## config.mk

```make
export PLATFORM = sky130hd
export DESIGN_NAME = pwm_phase_top
export DESIGN_NICKNAME = d
export VERILOG_FILES = /design/src/rtl/pwm_pkg.sv /design/src/rtl/pwm_tick_gen.sv /design/src/rtl/pwm_phase_acc.sv /design/src/rtl/pwm_pos_cnt.sv /design/src/rtl/pwm_chan.sv /design/src/rtl/pwm_phase_top.sv
export SDC_FILE = /design/constraint.sdc
export NUM_CORES = 1
export LEC_CHECK = 0
export BUFFER_PORTS_ARGS = -buffer_cell sky130_fd_sc_hd__buf_4
export CORE_ASPECT_RATIO = 0.8
export CORE_UTILIZATION = 64
export CTS_BUF_LIST = sky130_fd_sc_hd__clkbuf_8
export CTS_CLUSTER_DIAMETER = 120
export DETAILED_ROUTE_END_ITERATION = 7
export PLACE_DENSITY_LB_ADDON = 0.1
export SLEW_MARGIN = 10
export SYNTH_ARGS = -nofsm -noshare
export SYNTH_HDL_FRONTEND = slang
export SYNTH_SLANG_ARGS = --single-unit
```

## constraint.sdc

```tcl
create_clock -name clk_i -period 4.8 [get_ports clk_i]
set_clock_uncertainty 0.05 [all_clocks]
set_input_delay 1.44 -clock clk_i [delete_from_list [all_inputs] [get_ports clk_i]]
set_output_delay 1.44 -clock clk_i [all_outputs]
set_load 0.005 [all_outputs]
```

## src/rtl/pwm_pkg.sv

```systemverilog
package pwm_pkg;
  parameter int unsigned DEF_TICK_W = 8;
  parameter int unsigned DEF_ACC_W  = 16;
  parameter int unsigned DEF_POS_W  = 8;
  parameter int unsigned DEF_NUM_CH = 4;
endpackage

```

## src/rtl/pwm_tick_gen.sv

```systemverilog
module pwm_tick_gen #(
  parameter int unsigned TICK_W = pwm_pkg::DEF_TICK_W
) (
  input  logic clk_i,
  input  logic rst_ni,
  output logic tick_o
);
  logic [TICK_W-1:0] cnt_q;

  always_ff @(posedge clk_i or negedge rst_ni) begin
    if (!rst_ni) cnt_q <= '0;
    else         cnt_q <= cnt_q + TICK_W'(1);
  end

  assign tick_o = &cnt_q;

  // ticks never come back to back
  assert_tick_spacing_R1: assert property (@(posedge clk_i) disable iff (!rst_ni)
    tick_o |=> !tick_o);
endmodule

```

## src/rtl/pwm_phase_acc.sv

```systemverilog
module pwm_phase_acc #(
  parameter int unsigned ACC_W = pwm_pkg::DEF_ACC_W
) (
  input  logic             clk_i,
  input  logic             rst_ni,
  input  logic             tick_i,
  input  logic [ACC_W-1:0] delta_i,
  output logic             step_o
);
  logic [ACC_W-1:0] acc_q;
  logic [ACC_W:0]   sum;

  assign sum    = {1'b0, acc_q} + {1'b0, delta_i};
  assign step_o = tick_i & sum[ACC_W];

  always_ff @(posedge clk_i or negedge rst_ni) begin
    if (!rst_ni)     acc_q <= '0;
    else if (tick_i) acc_q <= sum[ACC_W-1:0];
  end

  assert_acc_add_R2: assert property (@(posedge clk_i) disable iff (!rst_ni)
    tick_i |=> acc_q == ACC_W'($past(acc_q) + $past(delta_i)));
  assert_acc_hold_R2: assert property (@(posedge clk_i) disable iff (!rst_ni)
    !tick_i |=> $stable(acc_q));
endmodule

```

## src/rtl/pwm_pos_cnt.sv

```systemverilog
module pwm_pos_cnt #(
  parameter int unsigned POS_W = pwm_pkg::DEF_POS_W
) (
  input  logic             clk_i,
  input  logic             rst_ni,
  input  logic             step_i,
  output logic [POS_W-1:0] pos_o,
  output logic             wrap_o
);
  logic [POS_W-1:0] pos_q;

  always_ff @(posedge clk_i or negedge rst_ni) begin
    if (!rst_ni)     pos_q <= '0;
    else if (step_i) pos_q <= pos_q + POS_W'(1);
  end

  assign pos_o  = pos_q;
  assign wrap_o = step_i & (&pos_q);

  assert_pos_advance_R4: assert property (@(posedge clk_i) disable iff (!rst_ni)
    step_i |=> pos_q == POS_W'($past(pos_q) + POS_W'(1)));
  assert_pos_hold_R4: assert property (@(posedge clk_i) disable iff (!rst_ni)
    !step_i |=> $stable(pos_q));
endmodule

```

## src/rtl/pwm_chan.sv

```systemverilog
module pwm_chan #(
  parameter int unsigned POS_W = pwm_pkg::DEF_POS_W
) (
  input  logic             clk_i,
  input  logic             rst_ni,
  input  logic [POS_W-1:0] duty_i,
  input  logic [POS_W-1:0] pos_i,
  input  logic             wrap_i,
  output logic             pwm_o
);
  logic [POS_W-1:0] duty_q;

  // shadow load only at period boundary
  always_ff @(posedge clk_i or negedge rst_ni) begin
    if (!rst_ni)     duty_q <= '0;
    else if (wrap_i) duty_q <= duty_i;
  end

  assign pwm_o = pos_i < duty_q;

  assert_duty_hold_R7: assert property (@(posedge clk_i) disable iff (!rst_ni)
    !wrap_i |=> $stable(duty_q));
  assert_zero_low_R5: assert property (@(posedge clk_i) disable iff (!rst_ni)
    (duty_q == '0) |-> !pwm_o);
  assert_last_low_R6: assert property (@(posedge clk_i) disable iff (!rst_ni)
    (&pos_i) |-> !pwm_o);
endmodule

```

## src/rtl/pwm_phase_top.sv

```systemverilog
module pwm_phase_top #(
  parameter int unsigned TICK_W = pwm_pkg::DEF_TICK_W,
  parameter int unsigned ACC_W  = pwm_pkg::DEF_ACC_W,
  parameter int unsigned POS_W  = pwm_pkg::DEF_POS_W,
  parameter int unsigned NUM_CH = pwm_pkg::DEF_NUM_CH
) (
  input  logic                    clk_i,
  input  logic                    rst_ni,
  input  logic [ACC_W-1:0]        delta_i,
  input  logic [NUM_CH*POS_W-1:0] duty_i,
  output logic [NUM_CH-1:0]       pwm_o,
  output logic                    step_o
);
  logic             tick;
  logic             step;
  logic             wrap;
  logic [POS_W-1:0] pos;
  logic             step_q;

  pwm_tick_gen #(.TICK_W(TICK_W)) u_tick (
    .clk_i (clk_i),
    .rst_ni(rst_ni),
    .tick_o(tick)
  );

  pwm_phase_acc #(.ACC_W(ACC_W)) u_acc (
    .clk_i  (clk_i),
    .rst_ni (rst_ni),
    .tick_i (tick),
    .delta_i(delta_i),
    .step_o (step)
  );

  pwm_pos_cnt #(.POS_W(POS_W)) u_pos (
    .clk_i (clk_i),
    .rst_ni(rst_ni),
    .step_i(step),
    .pos_o (pos),
    .wrap_o(wrap)
  );

  for (genvar k = 0; k < NUM_CH; k++) begin : g_ch
    pwm_chan #(.POS_W(POS_W)) u_ch (
      .clk_i (clk_i),
      .rst_ni(rst_ni),
      .duty_i(duty_i[k*POS_W +: POS_W]),
      .pos_i (pos),
      .wrap_i(wrap),
      .pwm_o (pwm_o[k])
    );
  end

  always_ff @(posedge clk_i or negedge rst_ni) begin
    if (!rst_ni) step_q <= 1'b0;
    else         step_q <= step;
  end

  assign step_o = step_q;

  assert_step_on_tick_R2: assert property (@(posedge clk_i) disable iff (!rst_ni)
    step |-> tick);
  assert_step_single_R3: assert property (@(posedge clk_i) disable iff (!rst_ni)
    step_o |=> !step_o);

  always_comb begin
    if (rst_ni === 1'b0) begin
      assert_reset_quiet_R8: assert (pwm_o == '0 && step_o == 1'b0);
    end
  end
endmodule

```

* Word level (Yosys, flattened, before mapping)
Cells that the tools add are included.
** Word-level totals
- Input port bits :: 50
- Register bits after elaboration :: 65
- Output and inout bits :: 5
- Logic and storage cells :: 19
** Operators by class
- Bitwise operators :: 2
- $add $sub $neg :: 3
- Magnitude comparators :: 4
- Reduce and logical (&&, ||, !) cells :: 2
** Operators by type and width (number)
- $lt 8x8->1 :: 4
- $add 16x16->17 :: 1
- $add 8x1->8 const B :: 2
- $reduce_and 8->1 :: 2
- $and 1x1->1 :: 2

* Depth between registers and ports, before layout
Gate-level depths: netlist of run 1.
- Depth after elaboration :: 3
- Mapped depth :: 9
- Mapped depth without buffers :: 8

* By module
Synthesis of run 1 repeated with hierarchy kept, for this count alone.
** Unflattened totals
- Cells, all modules :: 396
- Area, all modules :: 3915.0 um2
** By module, submodules not included
- pwm_chan :: instances 4, seq. area each 200.2 um2, area an instance 454.2 um2, cells an instance 49
- pwm_phase_acc :: instances 1, seq. area each 400.4 um2, area an instance 1385.1 um2, cells an instance 145
- pwm_pos_cnt :: instances 1, seq. area each 200.2 um2, area an instance 359.1 um2, cells an instance 30
- pwm_tick_gen :: instances 1, seq. area each 200.2 um2, area an instance 329.1 um2, cells an instance 24
- pwm_phase_top :: instances 1, seq. area each 25.0 um2, area an instance 25.0 um2, cells an instance 1

* Worst setup path after synthesis of run 1
Ideal clock, no wire load.
- Kind :: input to register
- Start :: input port delta_i[0]
- End :: register g_ch[0].u_ch.duty_q[1]
- Library setup time :: 0.127 ns
- Data required time :: 4.623 ns
- Path buffers :: 1
- Data arrival time :: 3.620 ns
- Cell stages on the path :: 9
- Slack :: 1.002 ns
- Path through :: ha_1 -> fa_1 -> a211oi_1 -> o21ai_2 -> a32o_2 -> a31oi_4 -> nor4_4 -> buf_6 -> mux2_1
** On the way
- Longest elaborated chain between the ends :: 3
** RTL lines
- from (decl) :: line pwm_phase_top.sv:9 : input logic [ACC_W-1:0] delta_i,
- $add 16x16->17 :: line pwm_phase_acc.sv:13 : assign sum = {1'b0, acc_q} + {1'b0, delta_i};
- $and 1x1->1 :: line pwm_phase_acc.sv:14 : assign step_o = tick_i & sum[ACC_W];
- $and 1x1->1 :: line pwm_pos_cnt.sv:18 : assign wrap_o = step_i & (&pos_q);
- to (signal assigned) :: line pwm_chan.sv:16 : else if (wrap_i) duty_q <= duty_i;
- to (decl) :: line pwm_chan.sv:11 : logic [POS_W-1:0] duty_q;
No other way between the ends.
A chain may end at the register's enable or synchronous reset.

* Final worst setup path of run 1
- Start :: input port delta_i[0]
- End :: register g_ch[0].u_ch.duty_q[5]
Same word-level chain as after synthesis.

==> impl_metrics.json, run 1 <==
{
  "status": "completed",
  "seq_area_frac_synth": 0.411,
  "track_usage": 0.251,
  "antenna_cells": 0,
  "endpoint_kind": "flop",
  "cts_max_path_buffers": 2,
  "final_nets": 531,
  "grt_max_degree": 66,
  "areaGrowthSynthToFinish_pct": 17.0,
  "power_density_nw_per_um2": 258,
  "fin_setup_tns_ns": 0,
  "port_buffers": 54,
  "wl_mm": 7.42,
  "gp_congestion": 0.851,
  "die_h_um": 72.3,
  "place_hpwl_mm": 5.37,
  "worstSetupPathType": "in2reg",
  "cts_root_buf": "clkbuf_8",
  "hold_viol_final": 0,
  "synthArstFlopShare": 1.00,
  "start_util": 0.666,
  "required_ns": 4.98,
  "synth_top_area_frac": 0.411,
  "yosysTopAreaCell": "dfrtp_1",
  "tritoncts": "done",
  "avgViaCountPerCell": 5.63,
  "max_cap_violations": 0,
  "yosys-top-cells-count": "65 x dfrtp_1, 46 x ha_1, 33 x mux2_2",
  "power_w": 0.00119,
  "avgRoutedWirePerCell_um": 14.3,
  "top_layer_used": "met4",
  "synth_nets": 475,
  "met2WireLength_mm": 3.51,
  "ant_nets": 0,
  "postCtsSetupRepairBufs": 0,
  "hold_class": "reg2reg",
  "wl_met1_mm": 3.43,
  "dieWidth_um": 89.9,
  "rsz0062_at_grt": "no",
  "grt_pass1_vias": 2823,
  "drc": 0,
  "dpl-instance-area_um2": 4400,
  "clkSinkCount": 65,
  "timing.final.crit_share": 0.804,
  "worstPathArrival_ns": 4.03,
  "row_count": 25,
  "vias": 2928,
  "clk_latency_ns": 0.34,
  "drt-pass1-iter-count": 4,
  "max_freq_mhz": 259,
  "yosys_warnings": 0,
  "worstPathMaxFanout": 30,
  "vdd_ir_drop_max_uv": 185,
  "cts_made_buffers": 9,
  "syn_area_per_cell_um2": 10.5,
  "ys_types": 43,
  "relSlewSlack": 0.343,
  "wl_met3_um": 397,
  "die_area_um2": 6500,
  "slew_violations": 0,
  "final_area_um2": 4630,
  "overflow": 0,
  "ctsResizeCount": 0,
  "synth-edff-count": 0,
  "path_clk_slew_ns": 0.07,
  "antenna_found_initial": 0,
  "layout-drive-gt1-share": 0.251,
  "holdBufCountCts": 0,
  "initialDrtViolationCount": 121,
  "finalSetupViolCount": 0,
  "p_leak_nw": 2.21,
  "synth.most_common_cell": "dfrtp_1",
  "ys.flop_type": "dfrtp_1",
  "synth.top_cells.by_area": "dfrtp_1 41%, ha_1 15%, mux2_2 9.4%",
  "min_period_ns": 3.86,
  "ys_ff_latch": 65,
  "worstMarginPinSlew_ns": 0.960,
  "synth_cells": 378,
  "grt_pass1_wl_mm": 12.6,
  "core_area_um2": 5940,
  "worst_setup_path_start_kind": "primary input",
  "cts-htree-levels": 3,
  "syn_area_um2": 3960,
  "fin_util": 0.779,
  "num_io_pins": 55
}
## flip-flops by register name, indices dropped and copies added (netlist names)
register / flops
g_ch.u_ch.duty_q: 32
step_o: 1
u_acc.acc_q: 16
u_pos.pos_o: 8
u_tick.cnt_q: 8
## stage by stage
step | hold slack [ns] | cells | setup slack [ns]
2_1_floorplan | 0.393 | 378 | 1.00
3_3_place_gp | 0.409 | 504 | 0.634
3_5_place_dp | 0.415 | 504 | 0.599
4_1_cts | 0.428 | 520 | 0.948
5_1_grt | 0.446 | 520 | 0.785
6_report | 0.431 | 520 | 0.943
## worst paths after layout
check / from / endpoint / slack, ns / cells after the start
min in group asynchronous: rst_ni / u_acc.acc_q[3] / 1.12 / 1
setup reg to reg: u_acc.acc_q[0] / g_ch[0].u_ch.duty_q[5] / 1.77 / 9
max in group asynchronous: rst_ni / u_acc.acc_q[9] / 3.02 / 1
hold / removal: u_tick.cnt_q[0] / u_tick.cnt_q[0] / 0.43 / 1
hold reg to reg: u_tick.cnt_q[0] / u_tick.cnt_q[0] / 0.43 / 1
setup / recovery: delta_i[0] / g_ch[0].u_ch.duty_q[5] / 0.94 / 10
## cell type report
type,instances,area [um2]
multi-input cells,271,2130
flip-flops and latches,65,1630
fillers,411,1320
repair buffers,56,420
clock buffers,11,151
inverters,31,116
well taps,81,101
clock inverters,5,78.8
## layout by cell type (no fill, tap or decap), drive strengths merged, types with 2 or more instances in the layout
| cell | netlist | final |
|---|---|---|
| a2111oi | 2 | 2 |
| xor2 | 15 | 15 |
| mux2 | 36 | 36 |
| a21oi | 17 | 17 |
| o21ai | 29 | 29 |
| nor2 | 23 | 23 |
| buf | 8 | 56 |
| a211oi | 5 | 5 |
| nand2 | 26 | 26 |
| ha | 46 | 46 |
| o21a | 3 | 3 |
| nand3 | 9 | 9 |
| clkbuf | 3 | 11 |
| o21bai | 2 | 2 |
| nand2b | 4 | 4 |
| o41ai | 4 | 4 |
| o31ai | 4 | 4 |
| nor4 | 3 | 3 |
| nor3 | 10 | 10 |
| bufinv | 0 | 2 |
| a21boi | 2 | 2 |
| nor2b | 4 | 4 |
| inv | 31 | 32 |
| a21o | 3 | 3 |
| dfrtp | 65 | 65 |
| clkinvlp | 0 | 2 |
| a41oi | 2 | 2 |
| xnor2 | 10 | 10 |
## kinds of logic after synthesis
logic type,share of synthesized area
simple gates,0.101
compound gates,0.130
flops,0.411
xor+xnor,0.0553
mux,0.102
fa+ha+maj,0.151
buf+inv,0.0496
## power breakdown
group          switching [W]  total, W  internal, W
clock               0.000210  0.000529     0.000319
combinational      0.0000581  0.000115    0.0000570
sequential       0.000000999  0.000550     0.000549
total               0.000269   0.00119     0.000925
## metal layers
| layer | vias to the layer above | global-route usage |
|---|---|---|
| li1 | 1449 | - |
| met1 | 1389 | 0.326 |
| met2 | 82 | 0.411 |
| met3 | 8 | 0.0734 |
| met4 | 0 | 0.0824 |
| met5 | - | 0 |
## worst max-delay path: stages
cell	delay, ns
buf_4	0.11
ha_1	0.23
fa_1	0.43
a211oi_1	0.31
o21ai_2	0.14
a32o_2	0.33
a31oi_4	0.31
nor4_4	0.10
buf_4	0.27
mux2_1	0.35
Note: power is estimated with default switching activity, not from simulation.
==> inputs of run 2 (changes only) <==
- ABC_AREA: unset -> 1
- CORE_UTILIZATION: 64 -> 55
- clock period: 4.8 -> 3.46 ns (I/O delays scaled with it)
==> run 2 against run 1 <==
- hold slack got worse by 0.034 ns
- synthesized cell count is 54% higher
- final cell count is 43% higher
- utilization shrank 11 points
- critical path type is now reg2out
- critical path depth is 5 lower
- via count increased by 31%
==> impl_metrics.json, run 2 <==
{
  "layout-drive-gt1-share": 0.134,
  "postCtsSetupRepairBufs": 0,
  "layout.cells.most_common": "nand2_1",
  "endpoint_kind": "output pin",
  "crit_top_cell": "a21oi_1",
  "r2r_end": "u_pos.pos_o[1]",
  "holdBufCountCts": 0,
  "slowest_stage": "dfrtp_1",
  "place_hpwl_mm": 6.94,
  "yosys_warnings": 0,
  "switching_share": 0.247,
  "vias": 3840,
  "antenna_cells": 0,
  "cts-htree-levels": 3,
  "finalSetupViolCount": 0,
  "p_clk_frac": 0.429,
  "synth_nets": 681,
  "final_nets": 732,
  "dieWidth_um": 101,
  "p_leak_nw": 2.83,
  "clkSinkCount": 65,
  "fin_util": 0.670,
  "worstPathMaxFanout": 9,
  "yosysTopAreaCell": "dfrtp_1",
  "hold_viol_final": 0,
  "path_clk_slew_ns": 0.07,
  "dp_slack_ns": 0.338,
  "largest-register": "g_ch.u_ch.duty_q",
  "slew_violations": 0,
  "row_count": 28,
  "path_cells": "ha_1 -> a21oi_1 -> o21ai_0 -> a21oi_1 -> buf_4",
  "largest_registers": "g_ch.u_ch.duty_q: 32 flops, u_acc.acc_q: 16 flops",
  "start_util": 0.577,
  "avgViaCountPerCell": 5.15,
  "syn_area_um2": 4350,
  "die_h_um": 81.5,
  "ys_ff_latch": 65,
  "drc": 0,
  "overflow": 0,
  "cts_root_buf": "clkbuf_8",
  "wl_mm": 9.73,
  "die_area_um2": 8260,
  "cts_max_path_buffers": 2,
  "avgRoutedWirePerCell_um": 13.1,
  "crit_path_max_incr_delay_ns": 0.59,
  "ys.flop_type": "dfrtp_1",
  "num_io_pins": 55,
  "grt_pass1_wl_mm": 16.9,
  "synth-edff-count": 0,
  "max_cap_violations": 0,
  "worstSetupPathType": "reg2out",
  "min_period_ns": 2.89,
  "track_usage": 0.266,
  "ys_types": 25,
  "synth_top_area_frac": 0.374,
  "timing.final.crit_share": 0.836,
  "reg2reg_from": "u_acc.acc_q[0]",
  "synthArstFlopShare": 1.00,
  "relSlewSlack": 0.438,
  "synth.most_common_cell": "nand2_1",
  "synth.top_cells.by_area": "dfrtp_1 37%, nand2_1 19%, ha_1 13%",
  "synth_cells": 584,
  "status": "completed",
  "areaGrowthSynthToFinish_pct": 16.2,
  "initialDrtViolationCount": 239,
  "core_area_um2": 7530,
  "crit_end": "pwm_o[3]",
  "grt_pass1_vias": 3782,
  "r2r_cells": 12,
  "yosys-top-cells-count": "216 x nand2_1, 80 x inv_1, 65 x dfrtp_1",
  "combPwrFrac": 0.104,
  "hold_class": "reg2reg",
  "syn_area_per_cell_um2": 7.44,
  "grt_max_degree": 66,
  "intPower_w": 0.00122,
  "seq_area_frac_synth": 0.374,
  "worstPathArrival_ns": 1.80,
  "setup_ws_ns": 0.569,
  "setup.worst_path.start": "u_pos.pos_o[3]",
  "vdd_ir_drop_max_uv": 318,
  "fin_setup_tns_ns": 0,
  "seq_power_share": 0.468,
  "antenna_found_initial": 0,
  "rsz0062_at_grt": "no",
  "worst_setup_path_start_kind": "flop",
  "gp_congestion": 0.860,
  "mostFrequentLayoutCells": "216 x nand2_1, 80 x inv_1, 65 x dfrtp_1",
  "port_buffers": 54,
  "drt-pass1-iter-count": 5,
  "power_density_nw_per_um2": 322,
  "clk_latency_ns": 0.34,
  "max_freq_mhz": 346,
  "ant_nets": 0,
  "cts_made_buffers": 9,
  "largest_reg_flops": 32,
  "ctsResizeCount": 0,
  "rrSetupSlack_ns": 1.12,
  "power.switching_w": 0.000400,
  "worstMarginPinSlew_ns": 0.843,
  "tritoncts": "done",
  "required_ns": 2.37
}
-- run 2: cell families after synthesis --
logic type / count (synthesis) / synth area share
DFF: 65 / 0.374
buffers and inverters: 109 / 0.102
xor gates and xnor gates: 17 / 0.0343
AOI/OAI and AO/OA: 44 / 0.0530
and+or+nand+nor: 302 / 0.300
adders and majority gates: 47 / 0.137
-- run 2: metrics by stage --
step	instances	power (W)	cell area, um2	hold slack [ns]
2_1_floorplan	584	0.000861	4350	0.372
3_3_place_gp	729	0.000938	4830	0.388
3_5_place_dp	729	0.000941	4830	0.393
4_1_cts	745	0.00164	5050	0.404
5_1_grt	745	0.00169	5050	0.439
6_report	745	0.00162	5050	0.397
-- run 2: layer usage --
layer,vias to the layer above,share of wire,GRT usage,wire (um)
met5,-,0,0,0
met1,1758,0.50,0.360,4840
met2,112,0.44,0.435,4300
met4,0,0.0072,0.0812,70
li1,1962,-,-,-
met3,8,0.054,0.0494,524
-- run 2: worst min path at each step --
| stage | from | endpoint | slack, ns | cells past startpoint |
|---|---|---|---|---|
| 6_report | u_tick.cnt_q[0] | u_tick.cnt_q[0] | 0.40 | 1 |
| 4_1_cts | u_tick.cnt_q[0] | u_tick.cnt_q[0] | 0.40 | 1 |
| 2_1_floorplan | u_tick.cnt_q[0] | u_tick.cnt_q[0] | 0.37 | 1 |
| 3_3_place_gp | u_tick.cnt_q[0] | u_tick.cnt_q[0] | 0.39 | 1 |
| 5_1_grt | u_tick.cnt_q[0] | u_tick.cnt_q[0] | 0.44 | 1 |
| 3_5_place_dp | u_tick.cnt_q[0] | u_tick.cnt_q[0] | 0.39 | 1 |
-- run 2: area by class of cell --
type / instances / area (um2)
clock buffer: 12 / 165
fill: 637 / 2480
multi-input combinational: 410 / 2280
tap: 105 / 131
clock inverter: 4 / 50.0
inverter: 89 / 334
sequential: 65 / 1630
timing repair buffer: 60 / 463
-- run 2: power groups by stage --
stage	Combinational (W)	Clock, W	Sequential [W]
after floorplan	0.0000864	0	0.000774
after global placement	0.000164	0	0.000774
after detailed placement	0.000167	0	0.000774
after CTS	0.000169	0.000716	0.000759
after global routing	0.000191	0.000739	0.000759
final	0.000168	0.000696	0.000759
-- run 2: critical path, delay by kind of cell (launching register included) --
family,cells,cell delay [ns]
AOI/OAI and AO/OA,3,0.42
DFF,1,0.59
buffers and inverters,1,0.14
adders and majority gates,1,0.32
